## src/rtl/tmr_pkg.sv

```systemverilog
// Shared constants and types for the multi-mode timer.
// Assumes the count is exactly two register bytes wide.
package tmr_pkg;

    localparam int CNT_W  = 16;
    localparam int DATA_W = 8;
    localparam int ADDR_W = 3;
    localparam int DIV_W  = 2;
    localparam int PS_W   = 7;

    typedef enum logic [1:0] {
        MODE_STOP   = 2'd0,
        MODE_FREE   = 2'd1,
        MODE_MODULO = 2'd2,
        MODE_UPDOWN = 2'd3
    } tmr_mode_e;

    localparam logic [ADDR_W-1:0] A_CNT_LO = 3'd0;
    localparam logic [ADDR_W-1:0] A_CNT_HI = 3'd1;
    localparam logic [ADDR_W-1:0] A_CTRL   = 3'd2;
    localparam logic [ADDR_W-1:0] A_STAT   = 3'd3;
    localparam logic [ADDR_W-1:0] A_PER_LO = 3'd4;
    localparam logic [ADDR_W-1:0] A_PER_HI = 3'd5;

    // Last prescaler count before an advance, per select value.
    function automatic logic [PS_W-1:0] div_last(input logic [DIV_W-1:0] sel);
        logic [PS_W:0] full;
        case (sel)
            2'd0:    full = (PS_W+1)'(1);
            2'd1:    full = (PS_W+1)'(8);
            2'd2:    full = (PS_W+1)'(32);
            default: full = (PS_W+1)'(128);
        endcase
        return PS_W'(full - 1'b1);
    endfunction

endpackage

```

## src/rtl/tmr_prescaler.sv

```systemverilog
// Tick prescaler: counts incoming ticks and emits one advance pulse per
// 1, 8, 32 or 128 ticks. Assumes it is held at zero while stopped or cleared,
// so a start always begins a full division period.
module tmr_prescaler
    import tmr_pkg::*;
#(
    parameter int P_DIV_W = DIV_W,
    parameter int P_PS_W  = PS_W
) (
    input  logic               clk,
    input  logic               rst_n,
    input  logic               run,
    input  logic               clr,
    input  logic               tick_en,
    input  logic [P_DIV_W-1:0] div_sel,
    output logic               adv
);

    logic [P_PS_W-1:0] pcnt_q;
    logic [P_PS_W-1:0] last;
    logic              at_last;

    // Terminal count for the selected division.
    always_comb begin
        last    = P_PS_W'(div_last(DIV_W'(div_sel)));
        at_last = (pcnt_q == last);
        adv     = run && !clr && tick_en && at_last;
    end

    // Division counter, held in reset while halted or cleared.
    always_ff @(posedge clk) begin
        if (!rst_n || !run || clr) begin
            pcnt_q <= '0;
        end else if (tick_en) begin
            pcnt_q <= at_last ? '0 : pcnt_q + 1'b1;
        end
    end

endmodule

```

## src/rtl/tmr_counter.sv

```systemverilog
// Main counter: applies the selected mode on each advance pulse and reports
// a one-cycle terminal event. Assumes clr has priority over advancing.
module tmr_counter
    import tmr_pkg::*;
#(
    parameter int P_CNT_W = CNT_W
) (
    input  logic               clk,
    input  logic               rst_n,
    input  logic               clr,
    input  logic               adv,
    input  tmr_mode_e          mode,
    input  logic [P_CNT_W-1:0] period,
    output logic [P_CNT_W-1:0] cnt,
    output logic               term
);

    localparam logic [P_CNT_W-1:0] CNT_MAX = '1;
    localparam logic [P_CNT_W-1:0] CNT_ONE = P_CNT_W'(1);

    logic [P_CNT_W-1:0] cnt_q;
    logic [P_CNT_W-1:0] nxt;
    logic               down_q;
    logic               down_n;
    logic               hit;
    logic               turn;

    // Next count, direction and terminal condition for the current mode.
    always_comb begin
        nxt    = cnt_q;
        down_n = 1'b0;
        hit    = 1'b0;
        turn   = !down_q && (cnt_q >= period);
        case (mode)
            MODE_FREE: begin
                nxt = cnt_q + 1'b1;
                hit = (cnt_q == CNT_MAX - 1'b1);
            end
            MODE_MODULO: begin
                nxt = (cnt_q == period) ? '0 : cnt_q + 1'b1;
                hit = (nxt == period);
            end
            MODE_UPDOWN: begin
                if (turn && cnt_q == '0) begin
                    nxt = '0;
                    hit = 1'b1;
                end else if (down_q || turn) begin
                    nxt    = cnt_q - 1'b1;
                    hit    = (cnt_q == CNT_ONE);
                    down_n = (cnt_q != CNT_ONE);
                end else begin
                    nxt = cnt_q + 1'b1;
                end
            end
            default: begin
                nxt = cnt_q;
            end
        endcase
    end

    // Count and direction registers.
    always_ff @(posedge clk) begin
        if (!rst_n || clr) begin
            cnt_q  <= '0;
            down_q <= 1'b0;
        end else if (mode != MODE_UPDOWN && mode != MODE_STOP) begin
            down_q <= 1'b0;
            if (adv) cnt_q <= nxt;
        end else if (adv && mode == MODE_UPDOWN) begin
            cnt_q  <= nxt;
            down_q <= down_n;
        end
    end

    // Terminal event pulse for the flag logic.
    always_comb begin
        cnt  = cnt_q;
        term = adv && !clr && (mode != MODE_STOP) && hit;
    end

endmodule

```

## src/rtl/tmr_regs.sv

```systemverilog
// Register port: control, period, sticky overflow flag, high-byte capture,
// counter clear and read-data mux. Assumes one access per cycle.
module tmr_regs
    import tmr_pkg::*;
#(
    parameter int P_CNT_W  = CNT_W,
    parameter int P_DATA_W = DATA_W,
    parameter int P_ADDR_W = ADDR_W,
    parameter int P_DIV_W  = DIV_W
) (
    input  logic                clk,
    input  logic                rst_n,
    input  logic [P_ADDR_W-1:0] reg_addr,
    input  logic                reg_wr,
    input  logic                reg_rd,
    input  logic [P_DATA_W-1:0] reg_wdata,
    output logic [P_DATA_W-1:0] reg_rdata,
    input  logic [P_CNT_W-1:0]  cnt,
    input  logic                term,
    output tmr_mode_e           mode,
    output logic [P_DIV_W-1:0]  div_sel,
    output logic                irq_en,
    output logic [P_CNT_W-1:0]  period,
    output logic                flag,
    output logic [P_DATA_W-1:0] hi_buf,
    output logic                cnt_clr
);

    localparam int CTRL_USED = 2 + P_DIV_W + 1;

    logic wr_cnt_lo, wr_ctrl, wr_stat, wr_per_lo, wr_per_hi, rd_cnt_lo;

    // Address decode of the strobes.
    always_comb begin
        wr_cnt_lo = reg_wr && (reg_addr == P_ADDR_W'(A_CNT_LO));
        wr_ctrl   = reg_wr && (reg_addr == P_ADDR_W'(A_CTRL));
        wr_stat   = reg_wr && (reg_addr == P_ADDR_W'(A_STAT));
        wr_per_lo = reg_wr && (reg_addr == P_ADDR_W'(A_PER_LO));
        wr_per_hi = reg_wr && (reg_addr == P_ADDR_W'(A_PER_HI));
        rd_cnt_lo = reg_rd && (reg_addr == P_ADDR_W'(A_CNT_LO));
        cnt_clr   = wr_cnt_lo;
    end

    // Control fields.
    always_ff @(posedge clk) begin
        if (!rst_n) begin
            mode    <= MODE_STOP;
            div_sel <= '0;
            irq_en  <= 1'b0;
        end else if (wr_ctrl) begin
            mode    <= tmr_mode_e'(reg_wdata[1:0]);
            div_sel <= reg_wdata[2 +: P_DIV_W];
            irq_en  <= reg_wdata[2 + P_DIV_W];
        end
    end

    // Period bytes, reset to the full range.
    always_ff @(posedge clk) begin
        if (!rst_n) begin
            period <= '1;
        end else begin
            if (wr_per_lo) period[P_DATA_W-1:0]        <= reg_wdata;
            if (wr_per_hi) period[P_CNT_W-1:P_DATA_W]  <= reg_wdata;
        end
    end

    // Sticky overflow flag; a hardware set beats a software clear.
    always_ff @(posedge clk) begin
        if (!rst_n) begin
            flag <= 1'b0;
        end else if (term) begin
            flag <= 1'b1;
        end else if (wr_stat && !reg_wdata[0]) begin
            flag <= 1'b0;
        end
    end

    // High-byte capture on a low-byte read.
    always_ff @(posedge clk) begin
        if (!rst_n) begin
            hi_buf <= '0;
        end else if (rd_cnt_lo) begin
            hi_buf <= cnt[P_CNT_W-1:P_DATA_W];
        end
    end

    // Read-data mux.
    always_comb begin
        reg_rdata = '0;
        case (reg_addr)
            P_ADDR_W'(A_CNT_LO): reg_rdata = cnt[P_DATA_W-1:0];
            P_ADDR_W'(A_CNT_HI): reg_rdata = hi_buf;
            P_ADDR_W'(A_CTRL):   reg_rdata = P_DATA_W'({irq_en, div_sel, mode});
            P_ADDR_W'(A_STAT):   reg_rdata = P_DATA_W'(flag);
            P_ADDR_W'(A_PER_LO): reg_rdata = period[P_DATA_W-1:0];
            P_ADDR_W'(A_PER_HI): reg_rdata = period[P_CNT_W-1:P_DATA_W];
            default:             reg_rdata = '0;
        endcase
    end

    // Control bits above the used field are read as zero.
    if (CTRL_USED > P_DATA_W) begin : g_ctrl_width_bad
        initial $display("tmr_regs: control field wider than data port");
    end

endmodule

```

## src/rtl/tick_timer16.sv

```systemverilog
// Multi-mode 16-bit timer top: prescaler, counter and register port.
// Assumes tick_en is synchronous to clk and at most one register access per cycle.
module tick_timer16
    import tmr_pkg::*;
#(
    parameter int P_CNT_W  = CNT_W,
    parameter int P_DATA_W = DATA_W,
    parameter int P_ADDR_W = ADDR_W,
    parameter int P_DIV_W  = DIV_W,
    parameter int P_PS_W   = PS_W
) (
    input  logic                clk,
    input  logic                rst_n,
    input  logic                tick_en,
    input  logic [P_ADDR_W-1:0] reg_addr,
    input  logic                reg_wr,
    input  logic                reg_rd,
    input  logic [P_DATA_W-1:0] reg_wdata,
    output logic [P_DATA_W-1:0] reg_rdata,
    output logic                irq
);

    tmr_mode_e           mode_w;
    logic [P_DIV_W-1:0]  div_w;
    logic                ie_w;
    logic [P_CNT_W-1:0]  period_w;
    logic [P_CNT_W-1:0]  cnt_w;
    logic                flag_w;
    logic [P_DATA_W-1:0] hibuf_w;
    logic                clr_w;
    logic                adv_w;
    logic                term_w;
    logic                run_w;

    // Run whenever the mode is non-zero.
    always_comb run_w = (mode_w != MODE_STOP);

    tmr_prescaler #(.P_DIV_W(P_DIV_W), .P_PS_W(P_PS_W)) u_ps (
        .clk(clk), .rst_n(rst_n), .run(run_w), .clr(clr_w),
        .tick_en(tick_en), .div_sel(div_w), .adv(adv_w)
    );

    tmr_counter #(.P_CNT_W(P_CNT_W)) u_cnt (
        .clk(clk), .rst_n(rst_n), .clr(clr_w), .adv(adv_w),
        .mode(mode_w), .period(period_w), .cnt(cnt_w), .term(term_w)
    );

    tmr_regs #(.P_CNT_W(P_CNT_W), .P_DATA_W(P_DATA_W),
               .P_ADDR_W(P_ADDR_W), .P_DIV_W(P_DIV_W)) u_regs (
        .clk(clk), .rst_n(rst_n), .reg_addr(reg_addr), .reg_wr(reg_wr),
        .reg_rd(reg_rd), .reg_wdata(reg_wdata), .reg_rdata(reg_rdata),
        .cnt(cnt_w), .term(term_w), .mode(mode_w), .div_sel(div_w),
        .irq_en(ie_w), .period(period_w), .flag(flag_w), .hi_buf(hibuf_w),
        .cnt_clr(clr_w)
    );

    // Interrupt request from the sticky flag.
    always_comb irq = flag_w && ie_w;

endmodule

```

## config.mk

```make
export PLATFORM = sky130hd
export DESIGN_NAME = tick_timer16
export DESIGN_NICKNAME = d
export VERILOG_FILES = /design/src/rtl/tmr_pkg.sv /design/src/rtl/tmr_prescaler.sv /design/src/rtl/tmr_counter.sv /design/src/rtl/tmr_regs.sv /design/src/rtl/tick_timer16.sv
export SDC_FILE = /design/constraint.sdc
export NUM_CORES = 1
export LEC_CHECK = 0
export BUFFER_PORTS_ARGS = -buffer_cell sky130_fd_sc_hd__buf_4
export CAP_MARGIN = 40
export CORE_ASPECT_RATIO = 0.9
export CORE_UTILIZATION = 46
export DETAILED_ROUTE_END_ITERATION = 16
export GPL_TIMING_DRIVEN = 0
export HOLD_SLACK_MARGIN = 0.03
export SYNTH_ARGS = -nofsm -noshare
export SYNTH_HDL_FRONTEND = slang
export SYNTH_SLANG_ARGS = --single-unit
```

## constraint.sdc

```tcl
create_clock -name clk -period 5.8 [get_ports clk]
set_input_delay 1.16 -clock clk [delete_from_list [all_inputs] [get_ports clk]]
set_output_delay 1.16 -clock clk [all_outputs]
set_load 0.05 [all_outputs]
```

==> flow_results.org <==
** Logic synthesis
- Dividing the synthesized area by the synthesized cell count gives 7.70 um2.
- Yosys mapped a number of flops with a built-in enable equal to 0.
- Combined area of all synthesized cells :: 0.00451 mm2
- Cell variety after synth :: 63
- Yosys synthesis warning count :: 0
- Share of the synthesized area in compound gates (AO/OA/AOI/OAI) :: 20.8%
- Counting every instance in the synthesized netlist gives 586.
- Summing the areas of all xor and xnor instances in the mapped netlist gives 6.21% of the synthesized area.
- Top cell type by total area after synthesis :: dfxtp_1
- Async set or reset register ratio after synthesis :: 0%
- Sequential cells were found to cover 24.0% of the synthesized design area.
- Synth top area cells :: dfxtp_1 (24%), ha_1 (7.5%), nand2_1 (5.6%)
- The synthesized netlist devotes 27.8% of its cell area to simple gates.
- Share of synthesized area spent on multiplexers :: 7.46%
- Main flop type after synthesis :: dfxtp_1
- Main combinational cell family by area after synthesis :: simple AND/OR/NAND/NOR gates
- Adder-cell area share of the yosys netlist :: 7.49%
- Top-area cell type share of the netlist area :: 24.0%
- Register bit count reported by yosys :: 54
- Post-Syn Nets :: 629

** Worst setup path
- Among cell families on the critical path, the largest total delay comes from buffers and inverters.
- On the critical path, the stage with the largest delay is an instance of buf_1.
- For this run, the slowest stage of the critical path takes 620 ps.
- STA classifies the critical path endpoint as a primary output.
- Critical path arrival :: 2980 ps
- Walking the worst path, the cells encountered are clkbuf_1 -> buf_1 -> mux4_2 -> inv_1 -> o21ai_0 -> buf_4.
- Critical path fanouts, max :: 10
- For the worst setup path, the data required time is 4640 ps.
- Launching element type of the critical path :: input port
- Setup Crit Path Kind :: input port to primary output
- The critical path contains buffers and inverters numbering 4 combined.

** Final layout
- Post-route cell area :: 0.00493 mm2
- Of the cells placed in the final design, the portion with a size suffix greater than 1 is 8.90%.
- Final nets :: 660
- Leaving out fill and tap cells, the most frequent cell in the layout is nand2_1.
- Synth-to-Final Area Change :: 9.32%
- Top library cells by usage in the layout, fill and taps aside :: nand2_1 (67), dfxtp_1 (54), nor2_1 (45), clkbuf_1 (30), inv_1 (29)
- Antenna Cells :: 0

** Route
- In the routed layout, each cell is associated on average with a via count of 6.37.
- Via count :: 4,716
- Average wire length per cell after detail routing :: 20.9 um
- Post-detailed-route count of antenna-violating nets :: 0
- Wire length after detailed routing :: 15,500 um
- After detailed routing, the number of remaining DRC violations is 0.
- For this run, the detailed router's first-pass iteration total came to 5.
- DRC violation total after the first TritonRoute iteration :: 539

** Die
- The die covers 0.0102 mm2.
- In this run the core area contains 33 standard-cell rows.
- Count of boundary I/O pins :: 25
- After floorplanning, the core was sized to cover 0.00933 mm2.
- In this run the horizontal extent of the chip is 106 um.
- In this run the vertical extent of the chip is 96.0 um.
- For this configuration, the core starts out at a cell density of 48.4%.

** STA
- After layout, the worst setup slack is 1660 ps.
- Across the routed clock network, the largest skew measured is 7.89 ps.
- Slew headroom :: 35.2%
- Dividing the final minimum period by the clock period gives 71.3%.
- RSZ-0062 raised after global routing :: no
- Post-route minimum period :: 4140 ps
- The number of pins with negative max-slew slack in the final report is 0.
- Fmax :: 0.242 GHz
- Summed over all failing endpoints, the final setup total negative slack is 0 ps.
- At the pin with the least slew margin, the transition time is 963 ps.
- Hold slack final :: 492 ps
- The hold violation count in the final report is 0.
- Setup-failing EPs final :: 0

** Worst hold path
- Tightest Hold Check Type :: register to register

** CTS
- The tree built by TritonCTS fans out to 54 sinks.
- The clock reaches the later pin of the worst-skew pair after 320 ps.
- Gates resized, CTS repair :: 0
- Maximum level of the CTS H-tree :: 2
- Number of buffers on the longest clock path :: 2
- Number of clock buffers inserted by TritonCTS :: 5
- The root buffer cell chosen for the clock tree is clkbuf_8.
- TritonCTS built the clock tree.
- For this design, the CTS-stage hold fixing added 0 buffers.
- The number of setup buffers added after CTS is 0.
- Clock input transition at the sequential cells of the worst setup and hold paths :: 100 ps

** Run
- Number of max-cap violations :: 0

** Power
- Static leakage :: 1.91 nW
- Across the VDD grid, the largest voltage drop is 0.000119 V.
- Dividing total power by cell area gives a power density of 143 mW/mm2.

** Placement
- Routability-driven placement congestion ratio :: 0.968
- After legalization and detailed placement, the total HPWL measured 12,100 um.
- Timing analysis after detailed placement gives a worst setup slack of 1650 ps.
- Quantity of I/O buffers inserted on ports :: 23
- Summing all placed instances gives a cell area of 0.00484 mm2.

** Global route
- The first global-routing pass estimated 23,900 um of wire.
- For this run, the total global-route usage over all layers was measured as 31.2%.
- The initial antenna violation count was 0.
- Entering global routing, the biggest net connects 18 pins.
- Total gr overflow :: 0
- The number of global-route vias before repair is 4,297.

** Outcome
- The flow ran to the end, and the final reports show no timing, DRC or antenna violations.
[kinds of logic after synthesis]
family                   Yosys count
AO/OA/AOI/OAI                    139
flip-flops                        54
adder cells (fa/ha/maj)           27
AND/OR/NAND/NOR                  240
XOR/XNOR                          32
buffers and inverters             68
multiplexers                      26
[Yosys cell counts, drive strengths merged, types with 14 or more instances]
library cell and count:
xnor2 16, mux2i 19, inv 29, a21oi 23
clkbuf 30, nor4 22, nor3 14, ha 27
nand3 17, dfxtp 54, nand2 67, xor2 16
nor2 45, o21ai 24, o211ai 26, nand4 15
[cell type report]
type | instances | area (um2)
timing repair buffer | 24 | 178
sequential | 54 | 1080
clock buffer | 6 | 72.6
clock inverter | 2 | 17.5
multi-input combinational | 464 | 3150
tap | 122 | 153
inverter | 29 | 109
fill | 944 | 4400
buffer | 39 | 171
[report_power, final]
| group | switching, mW | internal (mW) |
|---|---|---|
| Clock | 0.140 | 0.0881 |
| Combinational | 0.0589 | 0.0362 |
| Sequential | 0.00659 | 0.375 |
| Total | 0.205 | 0.500 |
[stage by stage]
stage	cells	util [%]	power [mW]
floorplan	586	-	0.450
global placement	731	51.9	0.483
detailed placement	732	51.9	0.484
CTS	740	52.9	0.707
global route	740	52.9	0.736
finish	740	52.9	0.705
[worst paths after layout]
check                         from               end  slack, ps  cells after the start
setup / recovery       reg_addr[2]      reg_rdata[1]       1660                      6
hold / removal    u_regs.hi_buf[6]  u_regs.hi_buf[6]        490                      2
setup reg to reg      u_cnt.cnt[0]      u_cnt.cnt[7]       1740                     10
hold reg to reg   u_regs.hi_buf[6]  u_regs.hi_buf[6]        490                      2
[sequential cells by signal (all words and copies together) (netlist names)]
signal,flops
u_cnt.cnt,16
u_regs.flag,1
u_cnt.down_q,1
u_regs.period,16
u_regs.irq_en,1
u_regs.div_sel,2
u_regs.mode,2
u_regs.hi_buf,8
u_ps.pcnt_q,7
[worst min-delay path, delay by kind of cell, from the launching register on]
| family | cells | cell delay [ps] |
|---|---|---|
| compound gates | 1 | 60 |
| flops | 1 | 340 |
| simple gates | 1 | 50 |
[metal layers]
layer	global-route usage, %	share of wire, %
met1	43.1	45
met4	11.2	3.4
met2	48.4	43
met5	0	0
met3	6.30	9.1
Power figures use the tool's default switching activity.
